`src/rtl/ro_readout_pkg.sv`:
```
package ro_readout_pkg;
  typedef struct packed {
    logic lsb_byte_first;
    logic lsb_bit_first;
    logic use_sdo;
  } rd_cfg_t;
  localparam int BYTE_W = 8;
  localparam int BIT_IDX_W = 3;
endpackage

```
`src/rtl/ro_format.sv`:
```
module ro_format #(
  parameter int DATA_W = 24
) (
  input  logic              clk_i,
  input  logic              rst_i,
  input  logic [DATA_W-1:0] res_i,
  input  logic              vld_i,
  input  logic              offset_i,
  input  logic              unipolar_i,
  input  logic              hold_i,
  output logic [DATA_W-1:0] dor_o
);
  localparam int MSB = DATA_W - 1;

  logic [DATA_W-1:0] clamped;
  logic [DATA_W-1:0] coded;
  logic [DATA_W-1:0] pend_q;
  logic              pend_v_q;

  always_comb begin
    clamped = (unipolar_i && res_i[MSB]) ? '0 : res_i;
    coded   = {clamped[MSB] ^ offset_i, clamped[MSB-1:0]};
  end

  always_ff @(posedge clk_i) begin
    if (rst_i) begin
      dor_o    <= '0;
      pend_q   <= '0;
      pend_v_q <= 1'b0;
    end else if (vld_i && hold_i) begin
      pend_q   <= coded;
      pend_v_q <= 1'b1;
    end else if (vld_i) begin
      dor_o    <= coded;
      pend_v_q <= 1'b0;
    end else if (!hold_i && pend_v_q) begin
      dor_o    <= pend_q;
      pend_v_q <= 1'b0;
    end
  end
endmodule

```
`src/rtl/ro_bytesel.sv`:
```
module ro_bytesel #(
  parameter int DATA_W = 24,
  parameter int ADDR_W = 2
) (
  input  logic [DATA_W-1:0] dor_i,
  input  logic [ADDR_W-1:0] addr_i,
  output logic [7:0]        byte_o
);
  localparam int NBYTES = DATA_W / 8;

  always_comb begin
    byte_o = '0;
    for (int i = 0; i < NBYTES; i++) begin
      if (addr_i == ADDR_W'(i)) byte_o = dor_i[DATA_W-1-8*i -: 8];
    end
  end
endmodule

```
`src/rtl/ro_shifter.sv`:
```
module ro_shifter
  import ro_readout_pkg::*;
#(
  parameter int ADDR_W = 2,
  parameter int CNT_W  = 3
) (
  input  logic              clk_i,
  input  logic              rst_i,
  input  logic              sclk_i,
  input  logic              start_i,
  input  logic [ADDR_W-1:0] start_addr_i,
  input  logic [CNT_W-1:0]  count_i,
  input  rd_cfg_t           cfg_i,
  input  logic [7:0]        byte_i,
  output logic [ADDR_W-1:0] look_addr_o,
  output logic              hold_o,
  output logic              busy_o,
  output logic              sdio_o,
  output logic              sdio_oe_o,
  output logic              sdo_o,
  output logic              sdo_oe_o
);
  logic                 sclk_d;
  logic                 fall;
  logic                 start_go;
  logic [ADDR_W-1:0]    addr_q, n_addr;
  logic [BIT_IDX_W-1:0] bit_q, n_bit;
  logic [CNT_W-1:0]     rem_q, n_rem;
  logic                 n_busy;
  rd_cfg_t              cfg_q, n_cfg;
  logic                 bit_val;

  assign fall     = sclk_d & ~sclk_i;
  assign start_go = start_i & ~busy_o & (count_i != '0);
  assign hold_o   = busy_o | start_go;

  always_comb begin
    n_busy = busy_o;
    n_addr = addr_q;
    n_bit  = bit_q;
    n_rem  = rem_q;
    n_cfg  = cfg_q;
    if (start_go) begin
      n_busy = 1'b1;
      n_addr = start_addr_i;
      n_bit  = '0;
      n_rem  = count_i;
      n_cfg  = cfg_i;
    end else if (busy_o && fall) begin
      if (bit_q == BIT_IDX_W'(7)) begin
        if (rem_q == CNT_W'(1)) begin
          n_busy = 1'b0;
        end else begin
          n_addr = cfg_q.lsb_byte_first ? addr_q - 1'b1 : addr_q + 1'b1;
          n_bit  = '0;
          n_rem  = rem_q - 1'b1;
        end
      end else begin
        n_bit = bit_q + 1'b1;
      end
    end
  end

  assign look_addr_o = n_addr;
  assign bit_val = n_cfg.lsb_bit_first ? byte_i[n_bit] : byte_i[3'd7 - n_bit];

  always_ff @(posedge clk_i) begin
    if (rst_i) begin
      sclk_d    <= 1'b0;
      busy_o    <= 1'b0;
      addr_q    <= '0;
      bit_q     <= '0;
      rem_q     <= '0;
      cfg_q     <= '0;
      sdio_o    <= 1'b0;
      sdio_oe_o <= 1'b0;
      sdo_o     <= 1'b0;
      sdo_oe_o  <= 1'b0;
    end else begin
      sclk_d    <= sclk_i;
      busy_o    <= n_busy;
      addr_q    <= n_addr;
      bit_q     <= n_bit;
      rem_q     <= n_rem;
      cfg_q     <= n_cfg;
      sdio_oe_o <= n_busy & ~n_cfg.use_sdo;
      sdio_o    <= n_busy & ~n_cfg.use_sdo & bit_val;
      sdo_oe_o  <= n_busy & n_cfg.use_sdo;
      sdo_o     <= n_busy & n_cfg.use_sdo & bit_val;
    end
  end
endmodule

```
`src/rtl/ro_serial_readout.sv`:
```
module ro_serial_readout
  import ro_readout_pkg::*;
#(
  parameter int DATA_W = 24,
  parameter int ADDR_W = 2,
  parameter int CNT_W  = 3
) (
  input  logic              clk_i,
  input  logic              rst_i,
  input  logic [DATA_W-1:0] result_i,
  input  logic              result_vld_i,
  input  logic              cfg_offset_i,
  input  logic              cfg_unipolar_i,
  input  logic              cfg_lsb_byte_first_i,
  input  logic              cfg_lsb_bit_first_i,
  input  logic              cfg_use_sdo_i,
  input  logic              rd_start_i,
  input  logic [ADDR_W-1:0] rd_addr_i,
  input  logic [CNT_W-1:0]  rd_count_i,
  input  logic              sclk_i,
  output logic              sdio_o,
  output logic              sdio_oe_o,
  output logic              sdo_o,
  output logic              sdo_oe_o
);
  logic [DATA_W-1:0] dor_q;
  logic [ADDR_W-1:0] look_addr;
  logic [7:0]        look_byte;
  logic              hold;
  logic              busy;
  rd_cfg_t           rd_cfg;

  assign rd_cfg = '{lsb_byte_first: cfg_lsb_byte_first_i,
                    lsb_bit_first:  cfg_lsb_bit_first_i,
                    use_sdo:        cfg_use_sdo_i};

  ro_format #(.DATA_W(DATA_W)) u_format (
    .clk_i(clk_i), .rst_i(rst_i), .res_i(result_i), .vld_i(result_vld_i),
    .offset_i(cfg_offset_i), .unipolar_i(cfg_unipolar_i), .hold_i(hold),
    .dor_o(dor_q)
  );

  ro_bytesel #(.DATA_W(DATA_W), .ADDR_W(ADDR_W)) u_bytesel (
    .dor_i(dor_q), .addr_i(look_addr), .byte_o(look_byte)
  );

  ro_shifter #(.ADDR_W(ADDR_W), .CNT_W(CNT_W)) u_shifter (
    .clk_i(clk_i), .rst_i(rst_i), .sclk_i(sclk_i), .start_i(rd_start_i),
    .start_addr_i(rd_addr_i), .count_i(rd_count_i), .cfg_i(rd_cfg),
    .byte_i(look_byte), .look_addr_o(look_addr), .hold_o(hold),
    .busy_o(busy), .sdio_o(sdio_o), .sdio_oe_o(sdio_oe_o),
    .sdo_o(sdo_o), .sdo_oe_o(sdo_oe_o)
  );
endmodule

```
`config.mk`:
```
export PLATFORM = sky130hd
export DESIGN_NAME = ro_serial_readout
export DESIGN_NICKNAME = d
export VERILOG_FILES = /design/src/rtl/ro_readout_pkg.sv /design/src/rtl/ro_format.sv /design/src/rtl/ro_bytesel.sv /design/src/rtl/ro_shifter.sv /design/src/rtl/ro_serial_readout.sv
export SDC_FILE = /design/constraint.sdc
export NUM_CORES = 1
export LEC_CHECK = 0
export ABC_AREA = 1
export ABC_CLOCK_PERIOD_IN_PS = 2750
export CELL_PAD_IN_SITES_DETAIL_PLACEMENT = 1
export CELL_PAD_IN_SITES_GLOBAL_PLACEMENT = 2
export CORE_MARGIN = 8
export CORE_UTILIZATION = 31
export CTS_BUF_LIST = sky130_fd_sc_hd__clkbuf_4 sky130_fd_sc_hd__clkbuf_8 sky130_fd_sc_hd__clkbuf_16
export CTS_CLUSTER_DIAMETER = 40
export DETAILED_ROUTE_END_ITERATION = 7
export GPL_TIMING_DRIVEN = 1
export HOLD_SLACK_MARGIN = 0.03
export PLACE_DENSITY = 0.85
export SYNTH_ARGS = -nofsm -noshare
export SYNTH_HDL_FRONTEND = slang
export SYNTH_SLANG_ARGS = --single-unit
```
`constraint.sdc`:
```
create_clock -name clk_i -period 2.75 [get_ports clk_i]
set_input_delay 0.55 -clock clk_i [delete_from_list [all_inputs] [get_ports clk_i]]
set_output_delay 0.55 -clock clk_i [all_outputs]
set_load 0.05 [all_outputs]
```
==> run summary <==
The number of standard cells in the layout, taps in and fillers out came out at 614. The number of I/O port buffers came out at 42. In the final layout, flip-flops and latches occupy 0.00132 mm^2.

The routability congestion estimate from global placement came out at 0.795. TritonCTS created 9 clock buffers. The layout net count came out at 516. The minimum period implied by the final worst setup slack came out at 2.36 ns. In the final layout, the share of cells above drive strength 1 is 10.3%.

The area of the core is 0.0103 mm^2. The highest layer touched by signal routing is met4. The hold buffer count at CTS is 0.

The detailed-routed wire length on met3 came out at 318 um. The data arrival time of the critical path is 2.63 ns. The yosys synthesis warning count came out at 0. The first global-routing pass estimated 15.6 mm of wire. The residual antenna-violating net count after detailed routing came out at 0.

The number of distinct library cells after synthesis came out at 35. The first detailed-routing pass took 5 iterations. The root cell of the clock tree is sky130_fd_sc_hd__clkbuf_8. The total nets after synthesis came out at 478.

By area the synthesized netlist is led by sky130_fd_sc_hd__dfxtp_1 41%, sky130_fd_sc_hd__a211oi_1 12%, sky130_fd_sc_hd__nand2_1 8.0%, sky130_fd_sc_hd__nor2_1 5.7%, sky130_fd_sc_hd__nand3_1 5.4%. Dividing the detail-routed via count by the number of cells gives 4.91. The cell type with the highest aggregate area in the netlist is sky130_fd_sc_hd__dfxtp_1. The synthesized netlist devotes 1.54% of its cell area to adder and majority cells.

The fraction of synthesized cell area in xor and xnor cells is 0.539%. Once the clock tree was built, the setup fixing pass inserted 0 buffers. The number of slew-limit violations in the final report was 0. The initial utilization of the core area, before any placement, comes to 31.6%. Dividing the detail-routed wire length by the instance count gives 14.7 um. The wire length the detailed router placed on met1 is 4.56 mm. The die area is 0.0140 mm^2.

The area fraction of the dominant cell type after synthesis is 40.6%. The number of hold violations in the final report is 0. The count of pins on the block boundary came out at 43. The sequential share of the synthesized area came out at 40.6%. Global routing used 13.4% of the available tracks. The cell total after placement is 598. In this run, synthesis produced a sequential element count of 66. The worst setup path is launched from a flip-flop. Setup repair after global routing left no endpoint under its margin. The multi-input logic area is 0.00162 mm^2. The biggest cell delay along the critical path is 0.38 ns. The site row count came out at 37. Relative to the synthesized area, the layout overhead comes to 24.2%. The instance count along the most critical hold path came out at 2.

The worst-case reg-to-reg path depth came out at 14. Detailed placement finished with a half-perimeter wire length of 6.44 mm. The data required time of the worst path came out at 3.02 ns. The worst-margin pin slew is 0.613 ns. The type of the worst setup path is reg2reg. The total length of routed wires came out at 9.05 mm. The period utilization came out at 85.7%. The number of gates resized after CTS was 0.

The routed via count came out at 3,017. The pin count of the biggest net entering global routing came out at 56. The least setup slack across all paths after layout came out at 0.393 ns.

The post-place setup slack is 0.0610 ns. In this run the worst hold path is classified as reg2reg. Multiplexer cells account for 0.616% of the synthesized area. The share of the core filled with cells in the final layout is 39.3%. The maximum ir drop on the vdd rail is 0.000195 V.

The run finished with clean final reports. For this design the static power due to leakage is 1.55 nW. Synthesis produced 435 cells. The H-tree generated during clock tree synthesis spans 3 levels. The vertical die dimension came out at 118 um. The remaining max-slew budget at the tightest pin came out at 59.1%. Across all register-to-register paths, the minimum setup slack is 0.39 ns. The simple-gate portion of the synthesized area came out at 27.7%. The worst-case hold slack came out at 0.449 ns. By area, the combinational part of the netlist is dominated by simple AND/OR/NAND/NOR gates.

Traced cell by cell, the critical path runs through ha_1, ha_1, nand2_1, nor2_4, nand3_2, nand3_2, nand2_4, nor2_4, nand2_1, nand4_1, nand3_1, nand3_1, nand3b_1, a21oi_1. Timing would allow up to 424 MHz. After routing, the total negative slack on setup checks comes to 0 ns. On the critical path, the stage with the largest delay is an instance of sky130_fd_sc_hd__dfxtp_1. Across the run, the number of max-cap violations was 0. The number of failing setup endpoints in the final timing report is 0. In this run the horizontal extent of the chip is 118 um. The worst setup skew after layout came out at 0.0125 ns. After synthesis the cells add up to 0.00325 mm^2.

In this run the power density over the cells is 604 mW/mm^2. TritonCTS built the clock tree. The maximum buffer depth of the clock tree came out at 2. Detailed routing placed a total of 4.04 mm of wire on met2. The clock latency on the worst-skew pair came out at 0.35 ns. The mean cell area of the mapped netlist came out at 7.48 um^2. The peak fanout along the critical path came out at 10.

After clock tree synthesis, the clock-pin slew on the worst setup and hold paths is 0.08 ns. After detailed routing, the number of remaining DRC violations is 0. The number of diodes is 0.

The initial antenna violation count is 0. After global routing the overflow that remains totals 0. For this design, the sink count on the clock tree is 66. The count of filler cells inserted in the layout is 1,286. The starting DRC count in detailed routing is 95. The synthesized netlist devotes 19.2% of its cell area to compound gates.

The worst setup path is captured at a flip-flop. The number of global-route vias before repair is 3,174.
[placed cells by master (no fill, tap or decap), types with 2 or more instances in the layout]
cell | synthesis | final
sky130_fd_sc_hd__ha_1 | 4 | 4
sky130_fd_sc_hd__nand2_1 | 69 | 69
sky130_fd_sc_hd__clkinvlp_4 | 0 | 2
sky130_fd_sc_hd__bufinv_16 | 0 | 2
sky130_fd_sc_hd__buf_4 | 0 | 10
sky130_fd_sc_hd__nor2_4 | 3 | 3
sky130_fd_sc_hd__clkinv_1 | 2 | 2
sky130_fd_sc_hd__a311oi_1 | 3 | 3
sky130_fd_sc_hd__nand3_1 | 35 | 35
sky130_fd_sc_hd__clkinv_2 | 0 | 2
sky130_fd_sc_hd__a211oi_1 | 54 | 54
sky130_fd_sc_hd__dfxtp_1 | 66 | 66
sky130_fd_sc_hd__inv_2 | 3 | 3
sky130_fd_sc_hd__nand3_2 | 4 | 4
sky130_fd_sc_hd__clkbuf_8 | 0 | 9
sky130_fd_sc_hd__nor2_1 | 49 | 48
sky130_fd_sc_hd__nor2_2 | 2 | 3
sky130_fd_sc_hd__o21ai_0 | 8 | 7
sky130_fd_sc_hd__mux2i_1 | 2 | 2
sky130_fd_sc_hd__a21oi_1 | 25 | 25
sky130_fd_sc_hd__clkdlybuf4s50_1 | 0 | 41
sky130_fd_sc_hd__nand4_1 | 19 | 19
sky130_fd_sc_hd__inv_1 | 46 | 46
sky130_fd_sc_hd__nand2_2 | 2 | 2
sky130_fd_sc_hd__nand2_4 | 2 | 2
[power breakdown]
| part | internal, mW | total (mW) | switching (mW) |
|---|---|---|---|
| clock network | 0.508 | 0.899 | 0.391 |
| registers | 1.04 | 1.08 | 0.0453 |
| logic | 0.183 | 0.459 | 0.276 |
| total | 1.73 | 2.44 | 0.712 |
[stage by stage]
step	power (mW)	instance area, um^2
5_1_grt	2.59	4040
3_5_place_dp	1.57	3820
2_1_floorplan	1.40	3250
4_1_cts	2.47	4040
6_report	2.44	4040
3_3_place_gp	1.55	3820
[Yosys cell counts]
master / n
sky130_fd_sc_hd__inv_2: 3
sky130_fd_sc_hd__nand3_2: 4
sky130_fd_sc_hd__a21oi_1: 25
sky130_fd_sc_hd__ha_1: 4
sky130_fd_sc_hd__inv_1: 46
sky130_fd_sc_hd__nor2_4: 3
sky130_fd_sc_hd__nand4_2: 1
sky130_fd_sc_hd__o21ai_0: 8
sky130_fd_sc_hd__dfxtp_1: 66
sky130_fd_sc_hd__o21bai_1: 1
sky130_fd_sc_hd__buf_8: 1
sky130_fd_sc_hd__or2_1: 1
sky130_fd_sc_hd__xnor2_1: 1
sky130_fd_sc_hd__inv_4: 1
sky130_fd_sc_hd__o211ai_1: 1
sky130_fd_sc_hd__nor2_2: 2
sky130_fd_sc_hd__nand3b_1: 1
sky130_fd_sc_hd__nor2_1: 49
sky130_fd_sc_hd__a22oi_1: 1
sky130_fd_sc_hd__buf_6: 1
sky130_fd_sc_hd__nand2_2: 2
sky130_fd_sc_hd__xor2_1: 1
sky130_fd_sc_hd__nand3_1: 35
sky130_fd_sc_hd__buf_1: 2
sky130_fd_sc_hd__buf_2: 2
sky130_fd_sc_hd__nor3_4: 1
sky130_fd_sc_hd__a311oi_1: 3
sky130_fd_sc_hd__nand2_1: 69
sky130_fd_sc_hd__nand4_1: 19
sky130_fd_sc_hd__nand2_4: 2
sky130_fd_sc_hd__clkbuf_1: 20
sky130_fd_sc_hd__a31oi_1: 1
sky130_fd_sc_hd__mux2i_1: 2
sky130_fd_sc_hd__a211oi_1: 54
sky130_fd_sc_hd__clkinv_1: 2
[layer usage]
| layer | up-vias | track usage, % |
|---|---|---|
| met1 | 1399 | 17.1 |
| met5 | - | 0 |
| met4 | 0 | 4.82 |
| li1 | 1562 | - |
| met3 | 11 | 3.66 |
| met2 | 45 | 21.3 |
[state kept, by name, indices dropped and copies added (netlist names)]
register,flops
u_format.dor_o,24
u_format.pend_q,24
u_shifter.bit_q,3
u_shifter.cfg_q,3
u_shifter.rem_q,3
u_shifter.addr_q,2
u_format.pend_v_q,1
u_shifter.busy_o,1
u_shifter.sclk_d,1
u_shifter.sdio_o,1
u_shifter.sdio_oe_o,1
u_shifter.sdo_o,1
u_shifter.sdo_oe_o,1
[cell type report]
type,instances,area share [%]
clock buffers,9,3.07
inverters,52,4.90
multi-input cells,291,40.1
flip-flops and latches,66,32.7
repair buffers,53,12.6
clock inverters,7,2.32
well taps,136,4.21
[final timing paths]
| path | from | end |
|---|---|---|
| setup / recovery | u_shifter.bit_q[0] | u_shifter.sdio_o |
| hold / removal | u_format.dor_o[23] | u_format.dor_o[23] |
| setup reg to reg | u_shifter.bit_q[0] | u_shifter.sdio_o |
| hold reg to reg | u_format.dor_o[23] | u_format.dor_o[23] |
[critical path, delay by kind of cell, from the launching register on]
family | cells | cell delay [ns]
DFF | 1 | 0.38
and+or+nand+nor | 11 | 1.39
adders and majority gates | 2 | 0.37
AOI/OAI and AO/OA | 1 | 0.14
[cells by family after synthesis]
logic type / Yosys count
AO/OA/AOI/OAI: 94
buffers and inverters: 78
adder cells (fa/ha/maj): 4
AND/OR/NAND/NOR: 189
XOR/XNOR: 2
multiplexers: 2
flip-flops: 66
Note: power is estimated with default switching activity, not from simulation.
